--- config.mk ---
export PLATFORM = sky130hd
export DESIGN_NAME = eo_dct8
export DESIGN_NICKNAME = d
export VERILOG_FILES = /design/src/rtl/eo_dct_pkg.sv /design/src/rtl/eo_dct_frontend.sv /design/src/rtl/eo_dct_coef_rom.sv /design/src/rtl/eo_dct_accum.sv /design/src/rtl/eo_dct_seq.sv /design/src/rtl/eo_dct8.sv
export SDC_FILE = /design/constraint.sdc
export NUM_CORES = 1
export LEC_CHECK = 0
export BUFFER_PORTS_ARGS = -buffer_cell sky130_fd_sc_hd__buf_2
export CORE_ASPECT_RATIO = 0.6
export CORE_UTILIZATION = 48
export CTS_CLUSTER_DIAMETER = 40
export DETAILED_ROUTE_END_ITERATION = 10
export GPL_TIMING_DRIVEN = 0
export PLACE_DENSITY_LB_ADDON = 0.12
export SETUP_SLACK_MARGIN = 0.1
export SLEW_MARGIN = 10
export SYNTH_ARGS = -nofsm -noshare
export SYNTH_HDL_FRONTEND = slang
export SYNTH_SLANG_ARGS = --single-unit
--- constraint.sdc ---
create_clock -name clk -period 9.6 [get_ports clk]
set_input_delay 1.92 -clock clk [delete_from_list [all_inputs] [get_ports clk]]
set_output_delay 1.92 -clock clk [all_outputs]
set_load 0.02 [all_outputs]
--- src/rtl/eo_dct_pkg.sv ---
package eo_dct_pkg;

  localparam int NPT  = 8;
  localparam int HALF = NPT / 2;
  localparam int KW   = 3;

  // cos(j*pi/16) scaled by 2^15, j = 0..8
  localparam int COS_Q15 [9] = '{32768, 32138, 30273, 27246, 23170, 18205, 12540, 6393, 0};

  function automatic int cos_q15(input int j);
    int r;
    r = j % 32;
    if (r > 16) r = 32 - r;
    if (r > 8) return -COS_Q15[16 - r];
    return COS_Q15[r];
  endfunction

  // weight of operand m for coefficient k, rounded symmetrically
  function automatic int da_weight(input int k, input int m, input int shift);
    int v;
    v = (k == 0) ? COS_Q15[4] : cos_q15((2 * m + 1) * k);
    if (v >= 0) return (v + (1 << (shift - 1))) >>> shift;
    return -((-v + (1 << (shift - 1))) >>> shift);
  endfunction

  // table word: sum of weights whose operand bit is set
  function automatic int da_entry(input int k, input int sel, input int shift);
    int s;
    s = 0;
    for (int m = 0; m < HALF; m++)
      if (((sel >> m) & 1) == 1) s += da_weight(k, m, shift);
    return s;
  endfunction

endpackage

--- src/rtl/eo_dct_frontend.sv ---
module eo_dct_frontend
  import eo_dct_pkg::*;
#(
  parameter int DW = 8,
  parameter int UW = DW + 1,
  parameter int BW = $clog2(UW)
)(
  input  logic                clk,
  input  logic                rst_n,
  input  logic                load,
  input  logic [NPT*DW-1:0]   samples,
  input  logic                odd_sel,
  input  logic [BW-1:0]       bsel,
  output logic [HALF-1:0]     slice
);

  logic signed [UW-1:0] sum_q [HALF];
  logic signed [UW-1:0] dif_q [HALF];

  for (genvar m = 0; m < HALF; m++) begin : g_fly
    logic signed [UW-1:0] lo_x, hi_x;
    assign lo_x = UW'($signed(samples[m*DW +: DW]));
    assign hi_x = UW'($signed(samples[(NPT-1-m)*DW +: DW]));

    always_ff @(posedge clk or negedge rst_n) begin
      if (!rst_n) begin
        sum_q[m] <= '0;
        dif_q[m] <= '0;
      end else if (load) begin
        sum_q[m] <= lo_x + hi_x;
        dif_q[m] <= lo_x - hi_x;
      end
    end

    assign slice[m] = odd_sel ? dif_q[m][bsel] : sum_q[m][bsel];
  end

endmodule

--- src/rtl/eo_dct_coef_rom.sv ---
module eo_dct_coef_rom
  import eo_dct_pkg::*;
#(
  parameter int RW  = 14,
  parameter int WSH = 5,
  localparam int AB = KW + HALF,
  localparam int DEPTH = 1 << AB
)(
  input  logic                 clk,
  input  logic                 rst_n,
  input  logic                 rd_en,
  input  logic                 rd_first,
  input  logic [AB-1:0]        addr,
  output logic signed [RW-1:0] data_q,
  output logic                 vld_q,
  output logic                 first_q
);

  logic signed [RW-1:0] tbl [DEPTH];

  for (genvar gi = 0; gi < DEPTH; gi++) begin : g_tbl
    assign tbl[gi] = RW'(da_entry(gi / (1 << HALF), gi % (1 << HALF), WSH));
  end

  always_ff @(posedge clk or negedge rst_n) begin
    if (!rst_n) begin
      data_q  <= '0;
      vld_q   <= 1'b0;
      first_q <= 1'b0;
    end else begin
      vld_q   <= rd_en;
      first_q <= rd_en & rd_first;
      if (rd_en) data_q <= tbl[addr];
    end
  end

endmodule

--- src/rtl/eo_dct_accum.sv ---
module eo_dct_accum #(
  parameter int RW = 14,
  parameter int AW = 24,
  parameter int CF = 12,
  parameter int OW = 8
)(
  input  logic                 clk,
  input  logic                 rst_n,
  input  logic                 vld,
  input  logic                 first,
  input  logic signed [RW-1:0] data,
  output logic signed [OW-1:0] result
);

  localparam logic signed [AW-1:0] RHALF = {{(AW-CF){1'b0}}, 1'b1, {(CF-1){1'b0}}};
  localparam logic signed [AW-1:0] OMAX  = {{(AW-OW+1){1'b0}}, {(OW-1){1'b1}}};
  localparam logic signed [AW-1:0] OMIN  = {{(AW-OW+1){1'b1}}, {(OW-1){1'b0}}};

  logic signed [AW-1:0] acc, dext, rnd;

  assign dext = {{(AW-RW){data[RW-1]}}, data};

  // most significant slice (sign) arrives first and is subtracted
  always_ff @(posedge clk or negedge rst_n) begin
    if (!rst_n)     acc <= '0;
    else if (vld) begin
      if (first)    acc <= -dext;
      else          acc <= (acc <<< 1) + dext;
    end
  end

  assign rnd = (acc + RHALF) >>> CF;

  always_comb begin
    if (rnd > OMAX)      result = OMAX[OW-1:0];
    else if (rnd < OMIN) result = OMIN[OW-1:0];
    else                 result = rnd[OW-1:0];
  end

  AST_NO_OVERFLOW: assert property (@(posedge clk) disable iff (!rst_n)
    (vld && !first) |-> (acc[AW-1] == acc[AW-2]));

endmodule

--- src/rtl/eo_dct_seq.sv ---
module eo_dct_seq
  import eo_dct_pkg::*;
#(
  parameter int UW = 9,
  parameter int BW = $clog2(UW)
)(
  input  logic          clk,
  input  logic          rst_n,
  input  logic          in_valid,
  output logic          in_ready,
  output logic          load,
  output logic          rd_en,
  output logic          rd_first,
  output logic [KW-1:0] k_q,
  output logic [BW-1:0] b_q,
  input  logic          out_free,
  output logic          emit
);

  typedef enum logic [1:0] {S_IDLE, S_RUN, S_DRAIN, S_EMIT} st_t;
  st_t st;

  localparam logic [BW-1:0] BTOP = BW'(UW - 1);
  localparam logic [KW-1:0] KLAST = KW'(NPT - 1);

  assign in_ready = (st == S_IDLE);
  assign load     = in_ready & in_valid;
  assign rd_en    = (st == S_RUN);
  assign rd_first = (b_q == BTOP);
  assign emit     = (st == S_EMIT) & out_free;

  always_ff @(posedge clk or negedge rst_n) begin
    if (!rst_n) begin
      st  <= S_IDLE;
      k_q <= '0;
      b_q <= BTOP;
    end else begin
      unique case (st)
        S_IDLE: if (in_valid) begin
          st  <= S_RUN;
          k_q <= '0;
          b_q <= BTOP;
        end
        S_RUN: begin
          if (b_q == '0) st <= S_DRAIN;
          else           b_q <= b_q - 1'b1;
        end
        S_DRAIN: st <= S_EMIT;
        S_EMIT: if (out_free) begin
          b_q <= BTOP;
          if (k_q == KLAST) st <= S_IDLE;
          else begin
            k_q <= k_q + 1'b1;
            st  <= S_RUN;
          end
        end
        default: st <= S_IDLE;
      endcase
    end
  end

  AST_BUSY_AFTER_ACCEPT: assert property (@(posedge clk) disable iff (!rst_n)
    (in_valid && in_ready) |=> !in_ready);

endmodule

--- src/rtl/eo_dct8.sv ---
module eo_dct8
  import eo_dct_pkg::*;
#(
  parameter int DW  = 8,
  parameter int OW  = 8,
  parameter int CF  = 12,
  parameter int OSH = 2
)(
  input  logic                 clk,
  input  logic                 rst_n,
  input  logic                 in_valid,
  output logic                 in_ready,
  input  logic [NPT*DW-1:0]    in_samples,
  output logic                 out_valid,
  input  logic                 out_ready,
  output logic signed [OW-1:0] out_coef,
  output logic [KW-1:0]        out_idx
);

  localparam int UW  = DW + 1;
  localparam int BW  = $clog2(UW);
  localparam int RW  = CF - OSH + 4;
  localparam int AW  = RW + UW + 1;
  localparam int WSH = 15 - CF + OSH;

  logic          load, rd_en, rd_first, emit, out_free;
  logic [KW-1:0] k_q;
  logic [BW-1:0] b_q;
  logic [HALF-1:0] slice;
  logic signed [RW-1:0] rom_q;
  logic rom_vld, rom_first;
  logic signed [OW-1:0] result;

  eo_dct_seq #(.UW(UW), .BW(BW)) u_seq (
    .clk(clk), .rst_n(rst_n), .in_valid(in_valid), .in_ready(in_ready),
    .load(load), .rd_en(rd_en), .rd_first(rd_first), .k_q(k_q), .b_q(b_q),
    .out_free(out_free), .emit(emit)
  );

  eo_dct_frontend #(.DW(DW), .UW(UW), .BW(BW)) u_fe (
    .clk(clk), .rst_n(rst_n), .load(load), .samples(in_samples),
    .odd_sel(k_q[0]), .bsel(b_q), .slice(slice)
  );

  eo_dct_coef_rom #(.RW(RW), .WSH(WSH)) u_rom (
    .clk(clk), .rst_n(rst_n), .rd_en(rd_en), .rd_first(rd_first),
    .addr({k_q, slice}), .data_q(rom_q), .vld_q(rom_vld), .first_q(rom_first)
  );

  eo_dct_accum #(.RW(RW), .AW(AW), .CF(CF), .OW(OW)) u_acc (
    .clk(clk), .rst_n(rst_n), .vld(rom_vld), .first(rom_first),
    .data(rom_q), .result(result)
  );

  assign out_free = !out_valid || out_ready;

  always_ff @(posedge clk or negedge rst_n) begin
    if (!rst_n) begin
      out_valid <= 1'b0;
      out_coef  <= '0;
      out_idx   <= '0;
    end else if (emit) begin
      out_valid <= 1'b1;
      out_coef  <= result;
      out_idx   <= k_q;
    end else if (out_ready) begin
      out_valid <= 1'b0;
    end
  end

  // expected next index, advanced on each delivered coefficient
  logic [KW-1:0] exp_idx;
  always_ff @(posedge clk or negedge rst_n) begin
    if (!rst_n) exp_idx <= '0;
    else if (out_valid && out_ready) exp_idx <= out_idx + 1'b1;
  end

  AST_HOLD_STEADY: assert property (@(posedge clk) disable iff (!rst_n)
    (out_valid && !out_ready) |=> (out_valid && $stable(out_coef) && $stable(out_idx)));

  AST_INDEX_ORDER: assert property (@(posedge clk) disable iff (!rst_n)
    out_valid |-> (out_idx == exp_idx));

endmodule

==> metrics.cfg, run 1 <==
[die]
core_area_um2 = 23100
die_width_um = 200
die_area_um2 = 24300
row_count = 43
fp.dieH_um = 121
io_pins = 81
initial_core_util_pct = 49.0

[run_status]
status = completed

[yosys]
synth.distinct_cells = 81
syn_nets = 1564
synth_most_common_cell = nand2_1
synth_top_area_cell = dfrtp_1
synth.avg_cell_area_um2 = 8.25
async_flop_share_pct = 100
syn_area_um2 = 11300
synth-main-ff-cell = dfrtp_1
yosysTopAreaCellShare_pct = 28.0
synth_edf_count = 0
ys_seq_area_share_pct = 28.3
synth.area.top_cells = dfrtp_1 (28%), ha_1 (12%), a21oi_1 (5.3%)
syn_inst = 1374
ys_warn_count = 0
ys_top_cells_by_count = nand2_1 (150), dfrtp_1 (127), a21oi_1 (119)
ys_ff_latch = 128

[layout]
drive_gt1_share_pct = 11.6
fin_cells = 1802
stdcell_area_um2 = 12800
n_fill_cell = 2181
final_nets = 1664
syn2layout_area_growth_pct = 13.1
insertedDiodeCount = 0
multi_input_comb_area_um2 = 7410
regArea_um2 = 3200

[global_route]
grt_max_degree = 81
grt_usage_pct = 30.1
grt_pass1_vias = 10000
grt_pass1_wl_mm = 56.5
grt_remaining_overflow = 0
grt_antenna_before_repair = 0

[sta]
setup_violations = 0
period_needed_ns = 5.37
worst_pin_slew_ns = 1.17
post-route-period-util_pct = 56.0
clock.fmax_mhz = 186
skew_ns = 0.00817
maxSlewViolCount = 0
rsz0062_at_grt = false
finalHoldViolCount = 0
max_slew_margin_pct = 21.7
fin_setup_tns_ns = 0

[drt]
drc_errors = 0
route.vias.total = 10700
wl_per_cell_um = 19.6
postRouteAntennaNets = 0
totalWireLength_mm = 35.3
drtIter0Drc = 922
viasPerCell = 5.91
drt_first_pass_iters = 6

[job]
max_cap_viol_count = 0

[clock_network]
clock-root-buffer = clkbuf_16
htreeDepth = 4
cts_sinks = 128
cts_hold_buffers = 0
cts.repair.resized = 0
cts_inserted_buffers = 17
clockBufferDepth = 2
post_cts.repair.setup_buffers = 0
cts.clk_slew.worst_paths_ns = 0.06
cts_tree = yes
insertion_delay_ns = 0.44

[setup_path]
startpoint_type = flop
critPathMaxFanout = 14
required_ns = 9.88
worstSetupEndpointType = flop
path_class = reg2reg
cp.arrival_ns = 5.65
ff2ff_setup_slack_ns = 4.23

[place]
dpl-instance-area_um2 = 12200
io_buffers = 80
post-place-cells = 1770
place.gp.congestion = 0.976
hpwl_mm = 27.2

[power_and_ir_drop]
irDropWorstVdd_mv = 0.361
p_leak_uw = 0.00582
power_density_nw_per_um2 = 410

[worst_hold_path]
min_path_type = reg2reg

==> worst max-delay path, stage by stage (launching register included) <==
cell	delay, ns
dfrtp_1	0.40
buf_6	0.17
buf_6	0.18
nor3_2	0.47
nand3_1	0.13
nand3_1	0.25
a21boi_4	0.65
inv_1	0.46
ha_1	0.41
buf_1	0.47
inv_1	0.34
a21oi_1	0.23
o21ai_0	0.11
a41o_1	0.26
a2111oi_1	0.56
a311oi_1	0.10
==> through the flow <==
stage | worst slack [ns] | hold WS, ns | total power [uW] | utilization, %
6_report | 4.23 | 0.477 | 5260 | 55.4
3_3_place_gp | 4.45 | 0.457 | 4410 | 52.4
5_1_grt | 4.01 | 0.508 | 5650 | 55.4
2_1_floorplan | 6.02 | 0.441 | 3440 | -
4_1_cts | 4.53 | 0.483 | 5150 | 55.4
3_5_place_dp | 4.56 | 0.467 | 4390 | 52.6
==> state kept, by name, summed over array words and instances (netlist names) <==
name and cells:
out_coef 8, out_idx 3, out_valid 1, u_acc.acc 24
u_fe.dif_q 34, u_fe.sum_q 34, u_rom.data_q 13, u_rom.first_q 1
u_rom.vld_q 1, u_seq.b_q 4, u_seq.k_q 3, u_seq.st 2
==> cell type report <==
class	count	share of cell area, %
Inverter	94	2.77
Multi-Input combinational cell	1075	57.8
Timing Repair Buffer	81	3.39
Sequential cell	128	25.0
Clock inverter	12	1.60
Buffer	77	2.87
Tap cell	315	3.07
Clock buffer	20	3.56
==> final timing paths <==
kind | from | endpoint | cells past startpoint
min in group asynchronous | rst_n | u_acc.acc[20] | 1
worst max register to register | u_seq.b_q[0] | u_rom.data_q[4] | 15
max in group asynchronous | rst_n | u_seq.b_q[3] | 2
worst max-delay path | u_seq.b_q[0] | u_rom.data_q[4] | 15
worst min register to register | u_fe.sum_q[6] | u_fe.sum_q[6] | 2
worst min-delay path | u_fe.sum_q[6] | u_fe.sum_q[6] | 2
==> per-layer routing <==
layer	GRT usage [%]	part of all wire, %	up-vias
li1	-	-	5065
met1	47.7	52	5052
met2	37.9	36	477
met3	9.21	10	56
met4	8.11	1.6	0
met5	0	0	-
==> cell usage in the layout, fill, tap and decap left out, drive strengths merged, types with 12 or more instances in the layout <==
cell      n
nand2   151
dfrtp   127
o21ai   123
a21oi   120
nor2    117
ha      113
buf     110
inv      93
xnor2    70
clkbuf   68
a21o     34
nor3     28
nand3    27
nand2b   23
xor2     20
a31oi    18
o21bai   15
mux2i    14
o221ai   13
o211ai   12
==> power breakdown <==
group | internal [uW] | switching (uW) | total [uW]
clock | 476 | 262 | 738
combinational | 1300 | 2220 | 3510
sequential | 800 | 213 | 1010
total | 2570 | 2690 | 5260
==> kinds of logic after synthesis <==
| group | synth area share (%) |
|---|---|
| and+or+nand+nor | 15.9 |
| muxes | 4.02 |
| DFF | 28.3 |
| AOI/OAI and AO/OA | 24.2 |
| adders and majority gates | 14.1 |
| buffers and inverters | 6.38 |
| xor gates and xnor gates | 7.15 |
No activity file was read; power rests on OpenSTA's default activity.
==> run 2: changes to the inputs <==
ABC_AREA = 1   (was unset)
clock period = 4.9 ns   (was 9.6 ns; I/O delays follow)
==> metrics.cfg, run 2 <==
[run_status]
status = completed

[drt]
wl_per_cell_um = 18.7  ; -4.7%
drt_first_pass_iters = 6  ; unchanged
route.vias.total = 12100  ; +14%
postRouteAntennaNets = 0  ; unchanged
drtIter0Drc = 1370  ; +49%
drc_errors = 0  ; unchanged
viasPerCell = 5.66  ; -4.3%
totalWireLength_mm = 40.0  ; +13%

[die]
fp.dieH_um = 122  ; +1.1%
core_area_um2 = 23400  ; +1.2%
io_pins = 81  ; unchanged
die_area_um2 = 24800  ; +2.1%
row_count = 43  ; unchanged
initial_core_util_pct = 49.5  ; +0.48 points
die_width_um = 203  ; +1.1%

[yosys]
syn_area_um2 = 11600  ; +2.2%
synth-main-ff-cell = dfrtp_1
synth.distinct_cells = 52  ; -36%
synth.avg_cell_area_um2 = 6.76  ; -18%
async_flop_share_pct = 100  ; unchanged
yosysTopAreaCellShare_pct = 27.4  ; -0.59 points
synth.area.top_cells = dfrtp_1 (27%), nand2_1 (16%), ha_1 (12%)
syn_nets = 1902  ; +22%
ys_ff_latch = 128  ; unchanged
ys_seq_area_share_pct = 27.7  ; -0.60 points
synth_top_area_cell = dfrtp_1
syn_inst = 1712  ; +25%
synth_most_common_cell = nand2_1
synth_edf_count = 0  ; unchanged
ys_top_cells_by_count = nand2_1 (483), inv_1 (202), nand3_1 (165)
ys_warn_count = 0  ; unchanged

[clock_network]
cts.repair.resized = 0  ; unchanged
cts_tree = yes
cts_sinks = 128  ; unchanged
insertion_delay_ns = 0.46  ; +0.02 ns
cts_hold_buffers = 0  ; unchanged
cts_inserted_buffers = 17  ; unchanged
clock-root-buffer = clkbuf_16
clockBufferDepth = 2  ; unchanged
post_cts.repair.setup_buffers = 0  ; unchanged
cts.clk_slew.worst_paths_ns = 0.07  ; about the same
htreeDepth = 4  ; unchanged

[global_route]
grt_antenna_before_repair = 2  ; +2
grt_max_degree = 69  ; -15%
grt_remaining_overflow = 0  ; unchanged
grt_pass1_wl_mm = 62.1  ; +9.9%
grt_usage_pct = 33.2  ; +3.1 points
grt_pass1_vias = 10700  ; +6.6%

[layout]
syn2layout_area_growth_pct = 12.5
most-common-layout-cells = nand2_1 (483), inv_1 (202), nand3_1 (165)
drive_gt1_share_pct = 10.0  ; -1.5 points
final_nets = 2002  ; +20%
fin_cells = 2142  ; +19%
reg_top3 = u_fe.dif_q (34), u_fe.sum_q (34), u_acc.acc (24)
n_fill_cell = 2297  ; +5.3%
layout_commonest_cell = nand2_1

[sta]
maxSlewViolCount = 0  ; unchanged
max_slew_margin_pct = 27.1  ; +5.4 points
period_needed_ns = 3.69  ; -1.68 ns
finalHoldViolCount = 0  ; unchanged
skew_ns = 0.0127  ; +0.00450 ns
fin_setup_tns_ns = 0  ; unchanged
setup_violations = 0  ; unchanged
hold_ws_ns = 0.480  ; +0.00323 ns
clock.fmax_mhz = 271  ; +46%
post-route-period-util_pct = 75.4  ; +19 points
rsz0062_at_grt = false
worst_pin_slew_ns = 1.09  ; -0.0828 ns

[job]
max_cap_viol_count = 0  ; unchanged

[setup_path]
max_stage_delay_ns = 0.50  ; -0.15 ns
worstSetupEndpointType = flop
critPathMaxFanout = 12  ; -2
required_ns = 5.24  ; -4.64 ns
rr_worst_depth = 20  ; +5
cp_slowest_cell = dfrtp_1
path_class = reg2reg
crit_chain = nor2_4 > nand2_2 > nor2_2 > inv_1 > o21ai_0 > inv_1 > nand2_1 > nand2_2 > ha_1 > inv_1 > nand2_1 > nand2_1 > nand2_1 > nand2_1 > nand2_1 > nand2_1 > nor2_1 > nor2_1 > nand2_1 > nand2_1
path_depth = 20  ; +5
critPathBufInv = 3  ; -2
crit_top_cell = nand2_1
startpoint_type = flop
path_delay_family = simple AND/OR/NAND/NOR gates
cp.arrival_ns = 4.04  ; -1.61 ns

[place]
hpwl_mm = 31.4  ; +15%
post-place-cells = 2108  ; +19%
io_buffers = 80  ; unchanged
place.gp.congestion = 1.00  ; +2.5%

[power_and_ir_drop]
p_leak_uw = 0.00683  ; +17%
total_power_uw = 10200  ; +95%
power_density_nw_per_um2 = 787  ; +92%
irDropWorstVdd_mv = 0.361  ; about the same

[worst_hold_path]
min_path_type = in2async

## run 2: changes by cell type in the layout (fill, tap and decap cells not counted), moves of 23 or more
cell      before  now
inv_1         90  202
xnor2_1       67    7
a21o_1        34    2
nand3_1       26  165
nand2_1      150  483
nand2b_1      23    0
## run 2: report_power, final
group	internal [uW]	leakage, uW	switching, uW
combinational	2150	0.00499	4780
clock	807	0.000285	548
sequential	1560	0.00155	393
## run 2: cell families (layout without fill, tap and decap cells)
logic type	Yosys count	after routing	share of synthesized area, %
AND/OR/NAND/NOR	850	850	31.6
AO/OA/AOI/OAI	308	308	14.6
buffers and inverters	267	380	9.66
flip-flops	128	128	27.7
adder cells (fa/ha/maj)	122	122	13.8
XOR/XNOR	37	37	2.80
other	0	2	0
## run 2: final timing paths
check / start / end / slack (ns)
worst max-delay path: u_seq.b_q[1] / u_rom.data_q[6] / 1.21
worst min-delay path: rst_n / u_fe.dif_q[1] / 0.48
worst max register to register: u_seq.b_q[1] / u_rom.data_q[6] / 1.21
worst min register to register: out_idx[0] / out_idx[0] / 0.48
max in group asynchronous: rst_n / u_acc.acc[4] / 3.65
min in group clk: out_idx[0] / out_idx[0] / 0.48
## run 2: final cells by class
type / instances / area [um2] / area share [%]
plain buffers: 56 / 324 / 2.49
well taps: 315 / 394 / 3.03
clock inverters: 14 / 180 / 1.38
repair buffers: 81 / 434 / 3.33
flip-flops and latches: 128 / 3200 / 24.6
inverters: 211 / 795 / 6.10
diodes: 2 / 5.00 / 0.0384
multi-input cells: 1317 / 7260 / 55.7
clock buffers: 18 / 429 / 3.30
## run 2: layer usage
metal,wire length (um),global-route usage (%),share of wire (%)
met5,71,2.18,0.18
met4,456,7.28,1.1
met1,20900,54.4,52
met2,13400,37.9,33
met3,5170,12.3,13
## run 2: stage by stage
stage | cell area [um2] | utilization (%) | setup WS [ns]
6_report | 13000 | 55.6 | 1.21
3_5_place_dp | 12400 | 53.0 | 1.45
2_1_floorplan | 11600 | - | 2.31
4_1_cts | 13000 | 55.6 | 1.40
3_3_place_gp | 12400 | 52.9 | 1.03
5_1_grt | 13000 | 55.6 | 1.01
==> run 3: changes to the inputs <==
clock period = 3.1 ns   (was 4.9 ns; I/O delays follow)
==> metrics.cfg, run 3 (synthesis gave the netlist of run 2 again) <==
[run_status]
status = completed

[power_and_ir_drop]
irDropWorstVdd_mv = 0.679  ; +88%
p_leak_uw = 0.00704  ; +3.0%
power_density_nw_per_um2 = 1280  ; +63%

[clock_network]
cts_tree = yes
cts.clk_slew.worst_paths_ns = 0.06  ; about the same
htreeDepth = 4  ; unchanged
cts_sinks = 128  ; unchanged
clock-root-buffer = clkbuf_16
clockBufferDepth = 2  ; unchanged
insertion_delay_ns = 0.46  ; about the same
cts_inserted_buffers = 17  ; unchanged

[place]
hpwl_mm = 31.4  ; unchanged
post-place-cells = 2108  ; unchanged
dpl-instance-area_um2 = 12400  ; unchanged
io_buffers = 80  ; unchanged
place.gp.congestion = 1.00  ; unchanged

[global_route]
grt_pass1_wl_mm = 62.3  ; +0.47%
grt_usage_pct = 33.3  ; +0.11 points
grt_max_degree = 69  ; unchanged
grt_remaining_overflow = 0  ; unchanged
grt_antenna_before_repair = 1  ; -1
grt_pass1_vias = 10800  ; +0.60%

[setup_path]
cp_slowest_cell = dfstp_2
rr_worst_depth = 18  ; -10%
max_stage_delay_ns = 0.56  ; +0.06 ns
worstSetupEndpointType = flop
critPathMaxFanout = 10  ; -2
path_depth = 18  ; -10%
path_delay_family = simple AND/OR/NAND/NOR gates
critPathBufInv = 5  ; +2
startpoint_type = flop
path_class = reg2reg
crit_top_cell = nand2_1
cp.arrival_ns = 3.29  ; -0.75 ns
crit_chain = buf_6 > inv_2 > nor2_4 > inv_1 > o21ai_0 > inv_1 > nand2_2 > nand2_8 > ha_4 > inv_4 > nand3_4 > nand3_4 > nand3_2 > nand2_1 > nor2_1 > nand2_1 > nand3_1 > nand2_1
required_ns = 3.45  ; -1.79 ns

[drt]
postRouteAntennaNets = 0  ; unchanged
route.vias.total = 12300  ; +1.7%
drt_first_pass_iters = 8  ; +2
wl_per_cell_um = 18.7  ; +0.42%
viasPerCell = 5.67  ; +0.25%
totalWireLength_mm = 40.7  ; +1.8%
drc_errors = 0  ; unchanged
drtIter0Drc = 1449  ; +5.8%

[die]
initial_core_util_pct = 49.5  ; unchanged
core_area_um2 = 23400  ; unchanged
fp.dieH_um = 122  ; unchanged
io_pins = 81  ; unchanged
die_width_um = 203  ; unchanged
die_area_um2 = 24800  ; unchanged
row_count = 43  ; unchanged

[sta]
skew_ns = 0.0112  ; -0.00150 ns
post-route-period-util_pct = 94.9  ; +20 points
hold_ws_ns = 0.128  ; -0.352 ns
max_slew_margin_pct = 15.0  ; -12 points
clock.fmax_mhz = 340  ; +26%
finalHoldViolCount = 0  ; unchanged
worst_pin_slew_ns = 1.27  ; +0.181 ns
rsz0062_at_grt = true
period_needed_ns = 2.94  ; -0.751 ns
setup_violations = 0  ; unchanged
maxSlewViolCount = 0  ; unchanged

[job]
max_cap_viol_count = 0  ; unchanged

[layout]
syn2layout_area_growth_pct = 17.9
final_nets = 2033  ; +1.5%
drive_gt1_share_pct = 14.3  ; +4.3 points
stdcell_area_um2 = 13700  ; +4.8%
most-common-layout-cells = nand2_1 (465), inv_1 (198), nand3_1 (149)
fin_cells = 2172  ; +1.4%
reg_top3 = u_fe.dif_q (34), u_fe.sum_q (34), u_acc.acc (24)
n_fill_cell = 2234  ; -2.7%
layout_commonest_cell = nand2_1

[worst_hold_path]
min_path_type = in2async

run 3: cell count changes in the layout (fill, tap and decap cells not counted), sizes merged:
cell,previous run,this run
inv,212,209
clkinvlp,4,5
diode,2,1
buf,108,137
clkbuf,47,49
clkinv,6,8
run 3: repair_timing:
action                     in CTS  in global routing
gates resized for setup        21                 71
pin swaps                       3                 18
setup endpoints to repair      11                 11
cloned                          0                  1
hold buffers                    0                  0
hold endpoints to repair        0                  0
buffers inserted                8                 22
run 3: area by class of cell:
cell class | count | area [um2] | share of cell area, %
inverters | 211 | 823 | 6.03
flip-flops and latches | 128 | 3210 | 23.5
repair buffers | 112 | 692 | 5.07
plain buffers | 56 | 358 | 2.62
clock inverters | 14 | 180 | 1.32
well taps | 315 | 394 | 2.89
clock buffers | 18 | 429 | 3.14
diodes | 1 | 2.50 | 0.0183
multi-input cells | 1317 | 7570 | 55.4
run 3: path summary, 6_finish.rpt:
kind                            slack, ns              end     startpoint
worst max-delay path                 0.16  u_rom.data_q[4]   u_seq.b_q[3]
worst min-delay path                 0.13    u_fe.dif_q[1]          rst_n
worst max register to register       0.16  u_rom.data_q[4]   u_seq.b_q[3]
worst min register to register       0.48    u_fe.sum_q[6]  u_fe.sum_q[6]
max in group asynchronous            2.21     u_acc.acc[4]          rst_n
min in group clk                     0.44        out_valid      out_ready
run 3: through the flow:
| step | TNS (ns) | util (%) | setup WS, ns | total power [uW] |
|---|---|---|---|---|
| 2_1_floorplan | 0 | - | 0.543 | 10300 |
| 3_3_place_gp | -53.38 | 52.9 | -0.410 | 13600 |
| 3_5_place_dp | -3.09 | 53.0 | -0.351 | 13500 |
| 4_1_cts | 0 | 56.3 | 0.109 | 16100 |
| 5_1_grt | 0 | 58.3 | 0.0713 | 18700 |
| 6_report | 0 | 58.3 | 0.158 | 17500 |
run 3: metal layers:
metal	vias to the layer above	global-route usage (%)	part of all wire, %
met2	657	38.4	34
met5	-	0	0
li1	5868	-	-
met4	0	7.10	1.0
met3	34	12.3	14
met1	5755	54.6	51
run 3: worst register-to-register path: stages, from the launching register on:
cell and delay [ns]:
dfstp_2 0.56, buf_6 0.15, inv_2 0.08, nor2_4 0.16, inv_1 0.09, o21ai_0 0.19
inv_1 0.08, nand2_2 0.12, nand2_8 0.12, ha_4 0.34, inv_4 0.06, nand3_4 0.14
nand3_4 0.11, nand3_2 0.12, nand2_1 0.08, nor2_1 0.16, nand2_1 0.07, nand3_1 0.13
nand2_1 0.07
run 3: where the power goes:
group | total (uW) | internal (uW) | switching [uW] | leakage (uW)
registers | 3090 | 2470 | 621 | 0.00155
clock network | 2150 | 1270 | 872 | 0.000285
logic | 12200 | 4100 | 8140 | 0.00520
total | 17500 | 7850 | 9630 | 0.00704
